File: src/rtl/bscan_tap.sv
`timescale 1ns/1ps
module bscan_tap #(
  parameter int NIO   = 6,
  parameter int PW    = 8,
  parameter int NODES = 16
) (
  input  logic             tck,
  input  logic             tms,
  input  logic             tdi,
  input  logic             por_n,
  output logic             tdo,
  output logic             tdo_oe,
  input  logic [NIO-1:0]   core_out,
  input  logic [NIO-1:0]   pin_in,
  output logic [NIO-1:0]   pin_out,
  input  logic [NODES-1:0] probe_nodes,
  output logic [PW-1:0]    probe_sel,
  output logic             probe_out
);

  typedef enum logic [3:0] {
    EX2DR = 4'h0, EX1DR = 4'h1, SHDR = 4'h2, PAUDR = 4'h3,
    SELIR = 4'h4, UPDR  = 4'h5, CAPDR = 4'h6, SELDR = 4'h7,
    EX2IR = 4'h8, EX1IR = 4'h9, SHIR = 4'hA, PAUIR = 4'hB,
    RTI   = 4'hC, UPIR  = 4'hD, CAPIR = 4'hE, TLR   = 4'hF
  } tap_t;

  localparam logic [3:0] OP_EXTEST = 4'b0000;
  localparam logic [3:0] OP_SAMPLE = 4'b0001;
  localparam logic [3:0] OP_PROBE  = 4'b1000;
  localparam logic [3:0] OP_BYPASS = 4'b1111;

  tap_t state, nxt;
  logic [3:0]     ir_sr, ir;
  logic           byp;
  logic [NIO-1:0] bsr_sr, bsr_upd;
  logic [PW-1:0]  prb_sr;
  logic           dr_out;

  wire op_ext = (ir == OP_EXTEST);
  wire op_smp = (ir == OP_SAMPLE);
  wire op_prb = (ir == OP_PROBE);
  wire op_bsr = op_ext | op_smp;

  always_comb begin
    case (state)
      TLR:     nxt = tms ? TLR   : RTI;
      RTI:     nxt = tms ? SELDR : RTI;
      SELDR:   nxt = tms ? SELIR : CAPDR;
      CAPDR:   nxt = tms ? EX1DR : SHDR;
      SHDR:    nxt = tms ? EX1DR : SHDR;
      EX1DR:   nxt = tms ? UPDR  : PAUDR;
      PAUDR:   nxt = tms ? EX2DR : PAUDR;
      EX2DR:   nxt = tms ? UPDR  : SHDR;
      UPDR:    nxt = tms ? SELDR : RTI;
      SELIR:   nxt = tms ? TLR   : CAPIR;
      CAPIR:   nxt = tms ? EX1IR : SHIR;
      SHIR:    nxt = tms ? EX1IR : SHIR;
      EX1IR:   nxt = tms ? UPIR  : PAUIR;
      PAUIR:   nxt = tms ? EX2IR : PAUIR;
      EX2IR:   nxt = tms ? UPIR  : SHIR;
      UPIR:    nxt = tms ? SELDR : RTI;
      default: nxt = TLR;
    endcase
  end

  always_ff @(posedge tck or negedge por_n)
    if (!por_n) state <= TLR;
    else        state <= nxt;

  always_ff @(posedge tck or negedge por_n) begin
    if (!por_n) begin
      ir_sr  <= 4'b0001;
      byp    <= 1'b0;
      bsr_sr <= '0;
      prb_sr <= '0;
    end else begin
      if (state == CAPIR)     ir_sr <= 4'b0001;
      else if (state == SHIR) ir_sr <= {tdi, ir_sr[3:1]};
      if (state == CAPDR) begin
        byp <= 1'b0;
        if (op_bsr) bsr_sr <= pin_in;
        if (op_prb) prb_sr <= probe_sel;
      end else if (state == SHDR) begin
        byp <= tdi;
        if (op_bsr) bsr_sr <= {tdi, bsr_sr[NIO-1:1]};
        if (op_prb) prb_sr <= {tdi, prb_sr[PW-1:1]};
      end
    end
  end

  assign dr_out = op_bsr ? bsr_sr[0] : op_prb ? prb_sr[0] : byp;

  always_ff @(negedge tck or negedge por_n) begin
    if (!por_n) begin
      ir        <= OP_BYPASS;
      bsr_upd   <= '0;
      probe_sel <= '0;
      tdo       <= 1'b0;
      tdo_oe    <= 1'b0;
    end else begin
      if (state == TLR)       ir <= OP_BYPASS;
      else if (state == UPIR) ir <= ir_sr;
      if (state == UPDR && op_bsr) bsr_upd   <= bsr_sr;
      if (state == UPDR && op_prb) probe_sel <= prb_sr;
      tdo_oe <= (state == SHIR) || (state == SHDR);
      if (state == SHIR)      tdo <= ir_sr[0];
      else if (state == SHDR) tdo <= dr_out;
    end
  end

  assign pin_out = op_ext ? bsr_upd : core_out;

  always_comb begin
    probe_out = 1'b0;
    for (int i = 0; i < NODES; i++)
      if (probe_sel == PW'(i)) probe_out = probe_nodes[i];
  end

endmodule


File: config.mk
export PLATFORM = sky130hd
export DESIGN_NAME = bscan_tap
export DESIGN_NICKNAME = d
export VERILOG_FILES = /design/src/rtl/bscan_tap.sv
export SDC_FILE = /design/constraint.sdc
export NUM_CORES = 1
export LEC_CHECK = 0
export BUFFER_PORTS_ARGS = -buffer_cell sky130_fd_sc_hd__buf_4
export CAP_MARGIN = 20
export CORE_MARGIN = 2
export CORE_UTILIZATION = 45
export DETAILED_ROUTE_END_ITERATION = 8
export PLACE_DENSITY = 0.68
export SETUP_SLACK_MARGIN = 0.02
export SLEW_MARGIN = 20
export SYNTH_ARGS = -nofsm -noshare
export SYNTH_HDL_FRONTEND = slang
export SYNTH_SLANG_ARGS = --single-unit
File: constraint.sdc
create_clock -name tck -period 1.92 [get_ports tck]
set_clock_uncertainty 0.05 [all_clocks]
set_input_delay 0.48 -clock tck [delete_from_list [all_inputs] [get_ports tck]]
set_output_delay 0.48 -clock tck [all_outputs]
set_load 0.02 [all_outputs]
Yosys cells after proc, flatten, opt, wreduce, memory -nomap -nowiden
Cells that the tools add are included.
Word-level totals
  output and inout bits: 17
  word-level logic and storage cells: 110
  bits of input ports: 32
  flip-flop bits (word level): 43
Cells by class
  multiplexer cells: 48
  equality and inequality tests: 36
  reduce and logical (&&, ||, !) cells: 15
  bitwise logic cells: 1
Operator list (count)
  $eq 8x4->1 const B: 8
  $pmux 4 s12: 1
  $eq 4x4->1 const B: 9
  $eq 8x3->1 const B: 4
  $mux 8: 4
  $mux 6: 5
  $mux 1: 23
  $mux 4: 5
  $eq 4x3->1 const B: 4
  $eq 8x2->1 const B: 2
  $mux 2: 6
  $mux 3: 4
  $eq 4x1->1 const B: 2
  $eq 4x2->1 const B: 2
  $eq 8x1->1 const B: 1
  $logic_not 4->1: 2
  $logic_not 8->1: 1
  $ne 2x2->1 const B: 4
  $reduce_bool 2->1: 4
  $reduce_and 3->1: 2
  $reduce_or 2->1: 2
  $reduce_or 3->1: 1
  $logic_and 1x1->1: 2
  $logic_or 1x1->1: 1
  $or 1x1->1: 1

Longest topological paths before layout
  depth after elaboration: 17
  depth in mapped cells: 6
  gate-level depth less buffers: 4

==> impl_metrics.ini <==
[finish]
drive_above_1_share = 0.592
areaGrowthSynthToFinish_pct = 65.4
layoutNonFillerInstCount = 383
fin_nets = 347
n_antenna_cell = 0

[worst_setup_path]
reg2reg_to = probe_sel[4]
critPathRequiredTime_ns = 1.39
largest_fanout_of_any_net_on_the_critical_path = 3
reg2reg_depth = 4
endpoint_kind = primary output
reg2reg_setup_slack_ns = -0.61
criticalPathCategory = reg -> out
worstSetupStartpointType = flip-flop
critPathArrivalTime_ns = 2.65
crit-reg2reg-launch = state[2]

[global_route]
congestion_overflow_gr = 0
track_usage = 0.218
grt_start_max_net_pins = 21
via_count_of_the_first_global_routing_pass = 1943
global_route_wire_length_before_repair_mm = 9.09
antenna_found_initial = 0

[power]
worst_ir_drop_vdd_v = 0.000920
power_per_cell_area_nw_per_um2 = 1330
power_leakage_nw = 1.73
clockPowerShare = 0.141
power.switching_mw = 1.77
part_of_the_total_power_dissipated_in_sequential_elements = 0.322
p_sw_frac = 0.368
power.share.combinational = 0.536
internal_power_mw = 3.05

[clocking]
cts_clk_pin_slew_worst_paths_ns = 0.06
clockRootBuffer = sky130_fd_sc_hd__clkbuf_8
max-clock-path-buffers = 2
clkSinkCount = 43
htree_num_levels = 2
tritoncts = built
numCtsBuffers = 5
insertion_delay_ns = 0.35

[timing]
grt_setup_unrepaired = yes
timing.final.max_slew_violations = 0
finalWorstSetupSlack_ns = -1.26
max-slew-margin-rel = 0.778
tightest_slew_ns = 0.333
tns_ns = -29.65
final-setup-viol-count = 51
timing.final.hold_violations = 0

[detailed_routing]
wl_per_cell_um = 15.7
wl_met3_um = 251
avgViaCountPerCell = 5.19
antenna_left = 0
route.met2.wl_mm = 2.95
dr.first_iter.drc_count = 69
routed_wl_mm = 6.01
firstDrtPassIters = 4
count_of_vias_placed_by_the_detailed_router = 1988
routedLengthMet1_mm = 2.72
top_layer = met4
drc_viols = 0

[worst_hold_path]
worst_hold_path_type = reg -> reg
min_path_cells = 1
holdCritStartpoint = bsr_upd[1]
hold_end = bsr_upd[1]

[die]
die_width_um = 73.8
dieArea_um2 = 5440
placeableCoreArea_um2 = 4720
core.rowCount = 25
fp.dieH_um = 73.8
floorplan.initialDensity = 0.464
ios = 49

[synthesis]
most_instantiated_library_cell_after_synthesis = sky130_fd_sc_hd__nand2_1
syn-instance-count = 210
ys_async_sr_fraction = 1.00
mappedNetlistNets = 242
synth.cells.most_frequent = 30 x sky130_fd_sc_hd__nand2_1, 25 x sky130_fd_sc_hd__o21ai_0, 24 x sky130_fd_sc_hd__mux2_2, 18 x sky130_fd_sc_hd__dfrtp_1, 17 x sky130_fd_sc_hd__mux2i_1
netlist_top_cells_area = sky130_fd_sc_hd__dfrtp_1 21%, sky130_fd_sc_hd__dfrtn_1 18%, sky130_fd_sc_hd__mux2_2 12%
syn_avg_cell_area_um2 = 10.4
synth.lib_cells_used.distinct = 35
warning_count_from_the_yosys_run = 0
yosysTopAreaCell = sky130_fd_sc_hd__dfrtp_1
synth_seq_area_share = 0.496
netlist_area_um2 = 2190
ys.flop_type = sky130_fd_sc_hd__dfrtp_1
synth_top_area_frac = 0.206
edff_count_synth = 0
synth-seq-cells = 43

[place]
inst_count_dp = 348
placement.io_buffers = 48
gpl.final_weighted_congestion = 0.850
place_hpwl_mm = 3.55

[outcome]
violations_in_the_final_reports = negative setup slack
run_status = finished, violations left

[run]
max_cap_viol_count = 0
kinds of logic (layout without fill, tap and decap cells):
logic type             after synthesis  after routing  synth area share
AO/OA/AOI/OAI                       45             45             0.117
buffers and inverters               19            123            0.0366
flip-flops                          43             43             0.496
multiplexers                        41             41             0.201
AND/OR/NAND/NOR                     62             64             0.150
cells in the final DEF (no fill, tap or decap), drive strengths merged, types with 7 or more instances in the layout:
| cell type | count |
|---|---|
| buf | 103 |
| nand2 | 34 |
| o21ai | 28 |
| mux2 | 24 |
| dfrtp | 18 |
| mux2i | 17 |
| dfrtn | 16 |
| inv | 10 |
| dfstp | 9 |
| nor2 | 9 |
| a21oi | 7 |
| clkbuf | 7 |
state kept, by name (all words and copies together), names as in the netlist:
| register | cells |
|---|---|
| state | 4 |
| ir | 4 |
| ir_sr | 4 |
| bsr_sr | 6 |
| prb_sr | 8 |
| tdo | 1 |
| byp | 1 |
| tdo_oe | 1 |
| probe_sel | 8 |
| bsr_upd | 6 |
repair_timing:
action	CTS	global route
resized for setup	60	33
endpoints found under the hold margin	3	0
hold buffers	1	0
pin swaps	12	12
cloned	3	0
setup endpoints to repair	51	63
buffers inserted	10	12
power by group through the flow:
stage / clock, mW / sequential [mW] / combinational [mW]
after floorplan: 0.0162 / 1.57 / 1.17
after global placement: 0.0162 / 1.50 / 1.78
after detailed placement: 0.0162 / 1.52 / 1.81
after CTS: 0.679 / 1.54 / 2.34
after global routing: 0.738 / 1.59 / 2.77
final: 0.682 / 1.55 / 2.58
worst max-delay path, cell delays in order (launching register included):
cell	delay, ns
sky130_fd_sc_hd__dfrtn_1	0.48
sky130_fd_sc_hd__mux2_4	0.31
sky130_fd_sc_hd__o311a_1	0.28
sky130_fd_sc_hd__nand4_1	0.10
sky130_fd_sc_hd__a21oi_2	0.06
sky130_fd_sc_hd__buf_4	0.16
worst max path at each step:
stage | start | endpoint | slack [ns] | cells past startpoint
2_1_floorplan | probe_sel[0] | probe_out | -0.94 | 5
3_3_place_gp | probe_sel[0] | probe_out | -0.90 | 5
3_5_place_dp | probe_sel[6] | probe_out | -0.93 | 5
4_1_cts | probe_sel[0] | probe_out | -1.24 | 5
5_1_grt | probe_sel[0] | probe_out | -1.33 | 6
6_report | probe_sel[0] | probe_out | -1.26 | 5
cell type report:
cell class,count,area [um^2]
Clock inverter,5,18.8
Tap cell,67,83.8
Clock buffer,7,97.6
Inverter,6,22.5
Sequential cell,43,1090
Fill cell,299,1100
Timing Repair Buffer,105,965
Multi-Input combinational cell,150,1350
metal layers:
| layer | track usage | vias up |
|---|---|---|
| met5 | 0 | - |
| met4 | 0.0586 | 0 |
| met3 | 0.0425 | 10 |
| met2 | 0.364 | 56 |
| met1 | 0.290 | 969 |
| li1 | - | 953 |
metrics by stage:
stage	power [mW]	hold WS (ns)	setup WS, ns	area (um^2)	util
final	4.82	0.410	-1.26	3620	0.767
after global routing	5.10	0.413	-1.33	3620	0.767
after CTS	4.56	0.409	-1.24	3440	0.728
after detailed placement	3.34	0.298	-0.926	2950	0.625
after global placement	3.29	0.298	-0.899	2950	0.625
after floorplan	2.76	0.134	-0.940	2340	-
Note: power is estimated with default switching activity, not from simulation.
